### src/rtl/chg_sup_pkg.sv
package chg_sup_pkg;
  typedef struct packed {
    logic load;
    logic trickle;
    logic shutdown;
  } supStrobe_t;
endpackage

### src/rtl/chg_sup_hyst.sv
// Hysteresis state machine with one threshold for entering and one for leaving.
module chg_sup_hyst #(
  parameter int W           = 16,
  parameter int ENTER       = 0,
  parameter int EXIT        = 0,
  parameter bit ENTER_ABOVE = 1'b1
) (
  input  logic                clk,
  input  logic                rstN,
  input  logic                sampleValid,
  input  logic signed [W-1:0] sample,
  output logic                activeNext,
  output logic                active
);
  localparam logic signed [W-1:0] ENTER_V = ENTER[W-1:0];
  localparam logic signed [W-1:0] EXIT_V  = EXIT[W-1:0];

  logic enterHit;
  logic exitHit;

  generate
    if (ENTER_ABOVE) begin : g_high
      assign enterHit = sample > ENTER_V;
      assign exitHit  = sample < EXIT_V;
    end else begin : g_low
      assign enterHit = sample < ENTER_V;
      assign exitHit  = sample > EXIT_V;
    end
  endgenerate

  always_comb begin
    activeNext = active;
    if (sampleValid) begin
      if (!active && enterHit)     activeNext = 1'b1;
      else if (active && exitHit)  activeNext = 1'b0;
    end
  end

  always_ff @(posedge clk or negedge rstN) begin
    if (!rstN) active <= 1'b0;
    else       active <= activeNext;
  end
endmodule

### src/rtl/chg_sup_ctrl.sv
// Control: two independent hysteresis machines and the strobe bundle.
module chg_sup_ctrl
  import chg_sup_pkg::*;
#(
  parameter int MV_W        = 16,
  parameter int TEMP_W      = 10,
  parameter int UV_ENTER_MV = 2500,
  parameter int UV_EXIT_MV  = 2700,
  parameter int HOT_ENTER_C = 150,
  parameter int HOT_EXIT_C  = 125
) (
  input  logic                     clk,
  input  logic                     rstN,
  input  logic                     sampleValid,
  input  logic [MV_W-1:0]          battMv,
  input  logic signed [TEMP_W-1:0] dieTempC,
  output supStrobe_t               strobes
);
  localparam int BW = MV_W + 1;

  logic signed [BW-1:0] battSigned;
  logic uvNext, uvState;
  logic hotNext, hotState;

  assign battSigned = {1'b0, battMv};

  chg_sup_hyst #(
    .W(BW), .ENTER(UV_ENTER_MV), .EXIT(UV_EXIT_MV), .ENTER_ABOVE(1'b0)
  ) u_uvHyst (
    .clk(clk), .rstN(rstN), .sampleValid(sampleValid), .sample(battSigned),
    .activeNext(uvNext), .active(uvState)
  );

  chg_sup_hyst #(
    .W(TEMP_W), .ENTER(HOT_ENTER_C), .EXIT(HOT_EXIT_C), .ENTER_ABOVE(1'b1)
  ) u_hotHyst (
    .clk(clk), .rstN(rstN), .sampleValid(sampleValid), .sample(dieTempC),
    .activeNext(hotNext), .active(hotState)
  );

  always_comb begin
    strobes.load     = sampleValid;
    strobes.trickle  = uvNext;
    strobes.shutdown = hotNext;
  end
endmodule

### src/rtl/chg_sup_dp.sv
// Datapath: selects and registers the current command.
module chg_sup_dp
  import chg_sup_pkg::*;
#(
  parameter int MA_W       = 16,
  parameter int TRICKLE_MA = 128
) (
  input  logic            clk,
  input  logic            rstN,
  input  supStrobe_t      strobes,
  input  logic [MA_W-1:0] progMa,
  output logic [MA_W-1:0] currentMa,
  output logic            chargeEn
);
  localparam logic [MA_W-1:0] TRICKLE_V = TRICKLE_MA[MA_W-1:0];

  logic [MA_W-1:0] trickleMa;
  logic [MA_W-1:0] cmdNext;

  assign trickleMa = (progMa < TRICKLE_V) ? progMa : TRICKLE_V;

  always_comb begin
    if (strobes.shutdown)     cmdNext = '0;
    else if (strobes.trickle) cmdNext = trickleMa;
    else                      cmdNext = progMa;
  end

  always_ff @(posedge clk or negedge rstN) begin
    if (!rstN) begin
      currentMa <= '0;
      chargeEn  <= 1'b1;
    end else if (strobes.load) begin
      currentMa <= cmdNext;
      chargeEn  <= !strobes.shutdown;
    end
  end
endmodule

### src/rtl/chg_limit_sup.sv
module chg_limit_sup
  import chg_sup_pkg::*;
#(
  parameter int MV_W        = 16,
  parameter int TEMP_W      = 10,
  parameter int MA_W        = 16,
  parameter int UV_ENTER_MV = 2500,
  parameter int UV_EXIT_MV  = 2700,
  parameter int HOT_ENTER_C = 150,
  parameter int HOT_EXIT_C  = 125,
  parameter int TRICKLE_MA  = 128
) (
  input  logic                     clk,
  input  logic                     rstN,
  input  logic                     sampleValid,
  input  logic [MV_W-1:0]          battMv,
  input  logic signed [TEMP_W-1:0] dieTempC,
  input  logic [MA_W-1:0]          progMa,
  output logic [MA_W-1:0]          currentMa,
  output logic                     chargeEn
);
  supStrobe_t strobes;

  chg_sup_ctrl #(
    .MV_W(MV_W), .TEMP_W(TEMP_W),
    .UV_ENTER_MV(UV_ENTER_MV), .UV_EXIT_MV(UV_EXIT_MV),
    .HOT_ENTER_C(HOT_ENTER_C), .HOT_EXIT_C(HOT_EXIT_C)
  ) u_ctrl (
    .clk(clk), .rstN(rstN), .sampleValid(sampleValid),
    .battMv(battMv), .dieTempC(dieTempC), .strobes(strobes)
  );

  chg_sup_dp #(
    .MA_W(MA_W), .TRICKLE_MA(TRICKLE_MA)
  ) u_dp (
    .clk(clk), .rstN(rstN), .strobes(strobes), .progMa(progMa),
    .currentMa(currentMa), .chargeEn(chargeEn)
  );
endmodule

### config.mk
export PLATFORM = sky130hd
export DESIGN_NAME = chg_limit_sup
export DESIGN_NICKNAME = d
export VERILOG_FILES = /design/src/rtl/chg_sup_pkg.sv /design/src/rtl/chg_sup_hyst.sv /design/src/rtl/chg_sup_ctrl.sv /design/src/rtl/chg_sup_dp.sv /design/src/rtl/chg_limit_sup.sv
export SDC_FILE = /design/constraint.sdc
export NUM_CORES = 1
export LEC_CHECK = 0
export BUFFER_PORTS_ARGS = -buffer_cell sky130_fd_sc_hd__buf_2
export CAP_MARGIN = 10
export CORE_MARGIN = 8
export CORE_UTILIZATION = 37
export DETAILED_ROUTE_END_ITERATION = 10
export PLACE_DENSITY = 0.74
export SLEW_MARGIN = 30
export SYNTH_ARGS = -nofsm -noshare
export SYNTH_HDL_FRONTEND = slang
export SYNTH_SLANG_ARGS = --single-unit
### constraint.sdc
create_clock -name clk -period 1.2 [get_ports clk]
set_input_delay 0.12 -clock clk [delete_from_list [all_inputs] [get_ports clk]]
set_output_delay 0.12 -clock clk [all_outputs]
set_load 0.005 [all_outputs]
* After elaboration in Yosys (flattened, before gate mapping)
Index checks and enable logic that the tools add are counted.
** Word-level totals
- Input port bits :: 45
- Register bits :: 19
** Operators by class
- Reductions and logical operators :: 7
- Mux-type cells :: 9
- Magnitude comparators :: 5
** Operators by type and width (count)
- $mux W16 :: 3
- $gt A16 B12 Y1 const B :: 1
- $lt A16 B12 Y1 const B :: 1
- $lt A16 B8 Y1 const B :: 1
- $gt A10 B9 Y1 const B :: 1
- $lt A10 B8 Y1 const B :: 1
- $mux W1 :: 6
- $logic_and A1 B1 Y1 :: 4
- $logic_not A1 Y1 :: 3

* Longest topological paths before layout
Gate-level depths: netlist of run 1.
- Depth after elaboration :: 7
- Depth in mapped cells :: 6
- Gate-level depth less buffers :: 5

* Modules after synthesis
Synthesis of run 1 repeated with hierarchy kept, for this count alone.
** Second synthesis, totals
- Cell total of the unflattened synthesis :: 100
- Area total of the unflattened synthesis :: 1007.2 um^2
** Modules (own cells, without submodules)
- chg_sup_dp :: area an instance 718.2 um^2, cells each 66, seq. area each 426.7 um^2, instances 1
- chg_sup_hyst (u_ctrl.u_uvHyst) :: area an instance 168.9 um^2, cells each 20, seq. area each 25.0 um^2, instances 1
- chg_sup_hyst (u_ctrl.u_hotHyst) :: area an instance 93.8 um^2, cells each 10, seq. area each 25.0 um^2, instances 1
- chg_sup_ctrl :: area an instance 26.3 um^2, cells each 4, seq. area each 0.0 um^2, instances 1

* Least setup slack after synthesis of run 1
Ideal clock, no wire load.
- Path type :: in2reg
- Start point :: input port battMv[10]
- End point :: register u_dp.currentMa[7]
- Path slack :: -0.307 ns
- Buffers on the path :: 1
- Cell stages on the path :: 6
- Arrival :: 1.387 ns
- Data required time :: 1.080 ns
- Setup time :: 0.120 ns
- Cell sequence :: nand3b_4 -> or4_1 -> a41o_1 -> o21a_1 -> buf_6 -> a31o_1
** Between the ends
- Cells in the longest elaborated chain, start to end :: 7
- Elaborated cells on any way between the ends :: 9
** RTL lines
- from (decl) :: RTL line chg_limit_sup.sv:16 : input logic [MV_W-1:0] battMv,
- $gt A16 B12 Y1 :: RTL line chg_sup_hyst.sv:27 : assign exitHit = sample > EXIT_V;
- $logic_and A1 B1 Y1 :: RTL line chg_sup_hyst.sv:35 : else if (active && exitHit) activeNext = 1'b0;
- $mux W1 :: RTL line chg_sup_hyst.sv:35
- $mux W1 * :: RTL line chg_sup_hyst.sv:34 : if (!active && enterHit) activeNext = 1'b1;
- $mux W1 * :: RTL line chg_sup_hyst.sv:33 : if (sampleValid) begin
- named net u_ctrl.u_uvHyst.activeNext :: RTL line chg_sup_hyst.sv:12 : output logic activeNext,
- $mux W16 * :: RTL line chg_sup_dp.sv:24 : else if (strobes.trickle) cmdNext = trickleMa;
- $mux W16 * :: RTL line chg_sup_dp.sv:23 : if (strobes.shutdown) cmdNext = '0;
- to (signal assigned) :: RTL line chg_sup_dp.sv:33 : currentMa <= cmdNext;
- to (decl) :: RTL line chg_sup_dp.sv:12 : output logic [MA_W-1:0] currentMa,
The timed path passes the listed nets; every way through them passes the cells marked *.
A chain may end at the register's enable or synchronous reset.

* Final worst setup path of run 1
- Start point :: input port battMv[10]
- End point :: register u_dp.currentMa[10]
** Between the ends
- Cells in the longest elaborated chain, start to end :: 7
- Elaborated cells on any way between the ends :: 9
** RTL lines (RTL line)
- $gt A16 B12 Y1 :: chg_sup_hyst.sv:27
- $logic_and A1 B1 Y1 :: chg_sup_hyst.sv:35
- $mux W1 :: chg_sup_hyst.sv:35
- $mux W1 * :: chg_sup_hyst.sv:34
- $mux W1 * :: chg_sup_hyst.sv:33
- $mux W16 * :: chg_sup_dp.sv:24
- $mux W16 * :: chg_sup_dp.sv:23
Mark *: on every way between the ends. The rest lies on a longest branch, timed or not.

==> metrics.txt, run 1 <==
fraction of the core area covered by cells at the end of the flow=0.660; standard-cell row count=18; Maximum Capacitance Violations=0; slew of the pin with the lowest slew margin=0.542 ns; number of buffers and inverters on the critical path=2; first-pass iteration count of the detailed router=4; detailed-route wire length per cell=15.7 um; Peak Freq=780 MHz; cell count after synthesis=96; parity-gate share of the synthesized area counting xor and xnor cells=0; Yosys reg bits=19; clk_lat worst skew=0.28 ns; GRT Total Usage=0.132; clock transition at the registers of the reported paths=0.10 ns; buffer depth of the longest clock path=2; global-route wire length before repair=4.86 mm; Netlist Area Pre-Place=972 um^2; num ports=62; slowest library cell on the worst path=or4_4; proportion of power drawn by the clock network=0.154; via density per instance=5.27; clock skew=0.00697 ns; final worst-path cycle share=1.07; leakage power=0.784 nW; number of buffers created by CTS=3; Die Footprint=4520 um^2; kind of cell adding the most delay to the critical path=simple AND/OR/NAND/NOR gates; post-layout net count=217; minimum period implied by the final worst setup slack=1.28 ns; layout cell share with drive strength beyond 1=0.567; final hold violation count=0; die extent in x=67.3 um; fill cell total of the finished layout=212; Tightest Hold Check Type=in2reg; sw frac=0.321; nets in the synthesized netlist=141; gp weighted congestion=0.934; total DRC errors in the routed layout=0; area fraction in compound gates after synthesis=0.288; IO Port Bufs=61; portion of synthesized cell area occupied by the leading cell type=0.463; initial cell density of the core=0.392; violated checks=negative setup slack; detailed-route via count=1059; clk sink count=19; initial antenna violation count=0; growth of design area from synthesis to finish=68.2%; core outline area=2480 um^2; maximum level of the CTS H-tree=1; required time worst endpoint=1.42 ns; worst slew slack as a fraction of its limit=0.634; share of synthesized cell area in full adder, half adder and majority cells=0; Final Setup Violations=15; buffer cell driving the clock tree root=clkbuf_4; worst setup path class=in2reg; Slew Limit Fails=0; smallest hold slack=0.0620 ns; accumulated negative setup slack=-0.707 ns; via count of the first global-routing pass=1148; sequential cell area fraction in the yosys report=0.490; internal cell power=0.00136 W; highest net fanout along the worst path=5; Ys Warns=0; element type at the critical path start=primary input; Worst Path Arrival=1.50 ns; simple-gate share of the synthesized area=0.185; Comb pwr share=0.425; Die Ht=67.3 um; post-synth cell types=33; maximum number of pins on one net before global-route repair=20; run status=finished with violations; detailed-placement wirelength estimate=2.42 mm; clock tree from TritonCTS=yes; sequential share of power=0.421; Worst setup EP type=register; cell type with the highest aggregate area in the netlist=dfrtp_1; ant diodes=0; worst-case vdd ir drop=0.000836 V; unrepaired setup endpoints after global routing=yes; mux cell area share after synthesis=0; total overflow reported by the global router=0; Slowest Stage Delay on Critical Path=0.48 ns; net switching component of the power=0.000644 W; crit path cell chain=buf_6 -> nand3b_4 -> or4_4 -> a41o_1 -> o21a_4 -> buf_12 -> o2bb2ai_4; leading cell types by total area after synthesis=dfrtp_1 (46%), o2bb2ai_1 (13%), nand2_1 (7.7%); DRC marker count from the first detailed-route iteration=48; overall routed net length=3.16 mm; DRT antenna net count=0; cell area power density=1230 nW/um^2; main combinational cell family by area after synthesis=compound AO/OA/AOI/OAI gates; setup slack after layout=-0.0815 ns; Avg Cell Area, Syn=10.1 um^2
[placed cells by master, fill, tap and decap left out, types with 2 or more instances in the layout]
master | Yosys | final
buf_2 | 1 | 60
nand2_1 | 20 | 19
dfrtp_1 | 18 | 18
buf_4 | 0 | 9
o2bb2ai_1 | 14 | 7
nor4_1 | 5 | 4
o21ai_0 | 5 | 4
o2bb2ai_2 | 1 | 4
o2bb2ai_4 | 0 | 4
inv_1 | 3 | 3
nor2_1 | 3 | 3
clkbuf_4 | 0 | 3
a21oi_1 | 2 | 2
buf_6 | 1 | 2
[layout make-up]
type / count / area (um^2) / share of cell area
timing repair buffer: 74 / 448 / 0.274
inverter: 4 / 15.0 / 0.00918
sequential: 19 / 477 / 0.292
clock buffer: 4 / 26.3 / 0.0161
tap: 30 / 37.5 / 0.0230
multi-input combinational: 70 / 632 / 0.386
[metrics by stage]
stage / power (W) / instances / instance area, um^2 / worst slack (ns)
2_1_floorplan: 0.00112 / 96 / 993 / -0.248
3_3_place_gp: 0.00142 / 193 / 1390 / -0.362
3_5_place_dp: 0.00144 / 193 / 1390 / -0.438
4_1_cts: 0.00191 / 200 / 1510 / -0.0892
5_1_grt: 0.00213 / 201 / 1640 / -0.0949
6_report: 0.00200 / 201 / 1640 / -0.0815
[timing repair]
item | CTS | global route
buffers inserted | 1 | 1
hold buffers | 1 | 0
setup endpoints to repair | 17 | 16
cloned | 1 | 0
pin swaps | 2 | 11
gates resized for setup | 9 | 14
hold endpoints to repair | 18 | 0
[power by group through the flow]
stage | combinational [W] | sequential, W | clock [W]
2_1_floorplan | 0.000275 | 0.000842 | 0
3_3_place_gp | 0.000583 | 0.000834 | 0
3_5_place_dp | 0.000605 | 0.000834 | 0
4_1_cts | 0.000762 | 0.000830 | 0.000315
5_1_grt | 0.000919 | 0.000858 | 0.000355
6_report | 0.000851 | 0.000843 | 0.000309
[routing by layer]
metal | up-vias | part of all wire | track usage
met5 | - | 0 | 0
met4 | 0 | 0.0035 | 0.0444
met3 | 2 | 0.094 | 0.0331
met2 | 46 | 0.45 | 0.214
met1 | 495 | 0.45 | 0.168
li1 | 516 | - | -
[cell families after synthesis]
logic type,Yosys count
AO/OA/AOI/OAI,34
buffers and inverters,7
AND/OR/NAND/NOR,36
flip-flops,19
[cell usage after synthesis]
library cell   n
buf_6          1
o2bb2ai_2      1
dfstp_2        1
o21bai_1       1
inv_1          3
a31o_1         1
a211oi_1       1
nor3_1         2
inv_2          1
nor2_1         3
nor4_1         5
o2bb2ai_1     14
or4_1          1
nand2b_1       1
o221a_2        1
a31oi_1        1
nand4_1        1
a22o_1         1
a41o_1         1
a21oi_1        2
nand3b_4       1
o21a_1         1
a21o_1         1
o21ai_0        5
buf_2          1
o41ai_1        1
nand2_1       20
or2_2          1
or3_1          1
clkbuf_1       1
dfrtp_1       18
a221oi_2       1
o32ai_1        1
[worst paths after layout]
kind	cells after the start	to	slack, ns	startpoint
max	7	u_dp.currentMa[10]$_DFFE_PN0P_	-0.08	battMv[10]
min	3	u_dp.currentMa[3]$_DFFE_PN0P_	0.06	progMa[3]
max reg2reg	4	u_dp.currentMa[6]$_DFFE_PN0P_	0	u_ctrl.u_hotHyst.active$_DFF_PN0_
min reg2reg	1	u_dp.currentMa[3]$_DFFE_PN0P_	0.50	u_dp.currentMa[3]$_DFFE_PN0P_
max in group asynchronous	2	u_dp.chargeEn$_DFFE_PN1P_	0.59	rstN
min in group asynchronous	2	u_dp.currentMa[8]$_DFFE_PN0P_	0.28	rstN
[state kept, by name (all words and copies together), names as in the netlist]
name / flops
u_dp.chargeEn: 1
u_ctrl.u_uvHyst.active: 1
u_dp.currentMa: 16
u_ctrl.u_hotHyst.active: 1
[worst reg2reg max path, delay by kind of cell (launching register included)]
| family | cells | cell delay [ns] |
|---|---|---|
| buf+inv | 1 | 0.22 |
| compound gates | 2 | 0.43 |
| flops | 1 | 0.43 |
| simple gates | 1 | 0.06 |
(Power assumes the default switching activity.)
==> run 2: changes to the inputs <==
--- a/config.mk
+++ b/config.mk
@@ -8,9 +8,8 @@
 export BUFFER_PORTS_ARGS = -buffer_cell sky130_fd_sc_hd__buf_2
 export CAP_MARGIN = 10
 export CORE_MARGIN = 8
-export CORE_UTILIZATION = 37
+export CORE_UTILIZATION = 29
 export DETAILED_ROUTE_END_ITERATION = 10
-export PLACE_DENSITY = 0.74
 export SLEW_MARGIN = 30
 export SYNTH_ARGS = -nofsm -noshare
 export SYNTH_HDL_FRONTEND = slang
==> run 2 against run 1 <==
Net effect:
- the flow still finishes with violations (negative setup slack)
- worst hold slack got worse by 0.0049 ns
- via count up 5.1%
- fmax shrank 1.6%
- critical path type unchanged
- largest cell class unchanged
- largest power group unchanged
==> metrics.txt, run 2 (synthesis results as in run 1) <==
IO Port Bufs=61 (unchanged); accumulated negative setup slack=-0.810 ns (-0.102 ns); leakage power=0.848 nW (+8.2%); number of buffers created by CTS=3 (unchanged); number of buffers and inverters on the critical path=2 (unchanged); num ports=62 (unchanged); detailed-route via count=1113 (+5.1%); first-pass iteration count of the detailed router=4 (unchanged); clock transition at the registers of the reported paths=0.10 ns (about the same); run status=finished with violations; worst-case vdd ir drop=0.000505 V (-40%); Worst Path Arrival=1.52 ns (+0.02 ns); violated checks=negative setup slack; final hold violation count=0 (unchanged); number of cells after detailed placement=216 (+12%); total overflow reported by the global router=0 (unchanged); proportion of power drawn by the clock network=0.149 (-0.005); global-route wire length before repair=5.21 mm (+7.2%); clk_lat worst skew=0.28 ns (about the same); total power=0.00206 W (+3.0%); maximum level of the CTS H-tree=1 (unchanged); slowest library cell on the worst path=or4_4; clk sink count=19 (unchanged); Tightest Hold Check Type=in2reg; kind of cell adding the most delay to the critical path=simple AND/OR/NAND/NOR gates; minimum period implied by the final worst setup slack=1.30 ns (+0.0207 ns); standard-cell row count=21 (+3); DRT antenna net count=0 (unchanged); Final Setup Violations=15 (unchanged); buffer cell driving the clock tree root=clkbuf_4; Slowest Stage Delay on Critical Path=0.49 ns (about the same); total DRC errors in the routed layout=0 (unchanged); element type at the critical path start=primary input; Slew Limit Fails=0 (unchanged); worst setup path class=in2reg; crit path cell chain=buf_6 -> nand3b_4 -> or4_4 -> a41o_1 -> o21a_4 -> clkbuf_16 -> o2bb2ai_2; cell area power density=1160 nW/um^2 (-5.0%); Peak Freq=768 MHz (-1.6%); overall routed net length=3.66 mm (+16%); Comb pwr share=0.440 (+0.015); Die Ht=73.9 um (+9.9%); clock skew=0.00325 ns (-0.00372 ns); leading cell type in the layout, fill and taps excluded=buf_2; filler-free cell count of the finished design=226 (+12%); via density per instance=4.92 (-6.5%); final worst-path cycle share=1.09 (+0.0172); initial antenna violation count=0 (unchanged); setup slack after layout=-0.102 ns (-0.0207 ns); sequential share of power=0.411 (-0.010); ant diodes=0 (unchanged); detailed-placement wirelength estimate=2.61 mm (+7.6%); DRC marker count from the first detailed-route iteration=38 (-21%); top register by number of flip-flops=u_dp.currentMa; required time worst endpoint=1.42 ns (about the same); core outline area=3280 um^2 (+33%); number of flip-flops under the largest register name=16 (unchanged); clock tree from TritonCTS=yes; highest net fanout along the worst path=4 (-1); Maximum Capacitance Violations=0 (unchanged); slew of the pin with the lowest slew margin=0.410 ns (-0.131 ns); most used cells in the layout excluding fill and tap cells=buf_2 (60), dfrtp_1 (18), buf_4 (17), nand2_1 (15), o2bb2ai_2 (11); maximum number of pins on one net before global-route repair=20 (unchanged); net switching component of the power=0.000681 W (+5.7%); Worst setup EP type=register; buffer depth of the longest clock path=2 (unchanged); smallest hold slack=0.0572 ns (-0.00486 ns); GRT Total Usage=0.120 (-0.0125); internal reg-to-reg setup slack=-0.02 ns (-0.02 ns); layout cell share with drive strength beyond 1=0.650 (+0.0827); post-layout net count=226 (+4.1%); Die Footprint=5460 um^2 (+21%); via count of the first global-routing pass=1123 (-2.2%); growth of design area from synthesis to finish=82.2%; gp weighted congestion=0.848 (-9.2%); internal cell power=0.00138 W (+1.7%); detailed-route wire length per cell=16.2 um (+3.0%); worst slack, placed=-0.444 ns (-0.00588 ns); unrepaired setup endpoints after global routing=yes; sw frac=0.330 (+0.00864); initial cell density of the core=0.296 (-0.0964); worst slew slack as a fraction of its limit=0.726 (+0.0923); die extent in x=73.9 um (+9.9%)
run 2: changes by cell type in the layout (fill, tap and decap cells not counted), moves of 3 or more:
cell and delta:
o2bb2ai_1 -6, buf_4 +8, nand2_1 -4, o2bb2ai_2 +7, nand2_2 +3
run 2: path summary, 6_finish.rpt:
kind | startpoint | endpoint | cells after the start
setup / recovery | battMv[10] | u_dp.currentMa[14]$_DFFE_PN0P_ | 7
hold / removal | progMa[5] | u_dp.currentMa[5]$_DFFE_PN0P_ | 3
setup reg to reg | u_ctrl.u_hotHyst.active$_DFF_PN0_ | u_dp.currentMa[14]$_DFFE_PN0P_ | 4
hold reg to reg | u_dp.currentMa[12]$_DFFE_PN0P_ | u_dp.currentMa[12]$_DFFE_PN0P_ | 1
max in group asynchronous | rstN | u_dp.chargeEn$_DFFE_PN1P_ | 2
min in group asynchronous | rstN | u_dp.currentMa[4]$_DFFE_PN0P_ | 2
run 2: layout make-up:
| class | instances | area (um^2) |
|---|---|---|
| Fill cell | 312 | 1510 |
| Multi-Input combinational cell | 70 | 679 |
| Timing Repair Buffer | 83 | 517 |
| Sequential cell | 19 | 477 |
| Tap cell | 46 | 57.6 |
| Clock buffer | 4 | 26.3 |
| Inverter | 4 | 15.0 |
run 2: worst reg2reg max path: cells and delay by family, from the launching register on:
kind                   cells  cell delay (ns)
buffers and inverters      1             0.19
DFF                        1             0.42
and+or+nand+nor            1             0.09
AOI/OAI and AO/OA          2             0.45
run 2: repair_timing:
item	4_1_cts	5_1_grt
endpoints found under the setup margin	17	17
gates resized for setup	4	31
setup buffers	2	2
hold endpoints to repair	18	0
gates cloned	0	1
pin swaps	1	19
hold buffers	1	0
run 2: per-stage QoR:
stage	util	area, um^2
6_report	0.539	1770
3_5_place_dp	0.446	1470
5_1_grt	0.539	1770
4_1_cts	0.469	1540
3_3_place_gp	0.446	1470
2_1_floorplan	-	993
run 2: power by group through the flow:
stage                     combinational [W]  sequential (W)  clock (W)
after floorplan                    0.000275        0.000842          0
after global placement             0.000609        0.000835          0
after detailed placement           0.000625        0.000836          0
after CTS                          0.000649        0.000828   0.000320
after global routing               0.000971        0.000865   0.000343
final                              0.000907        0.000847   0.000308
run 2: layer usage:
metal / global-route usage / wire length [um] / vias to the layer above
met5: 0 / 0 / -
met4: 0.0399 / 21 / 0
met3: 0.0396 / 356 / 2
met2: 0.202 / 1920 / 40
met1: 0.138 / 1360 / 536
li1: - / - / 535
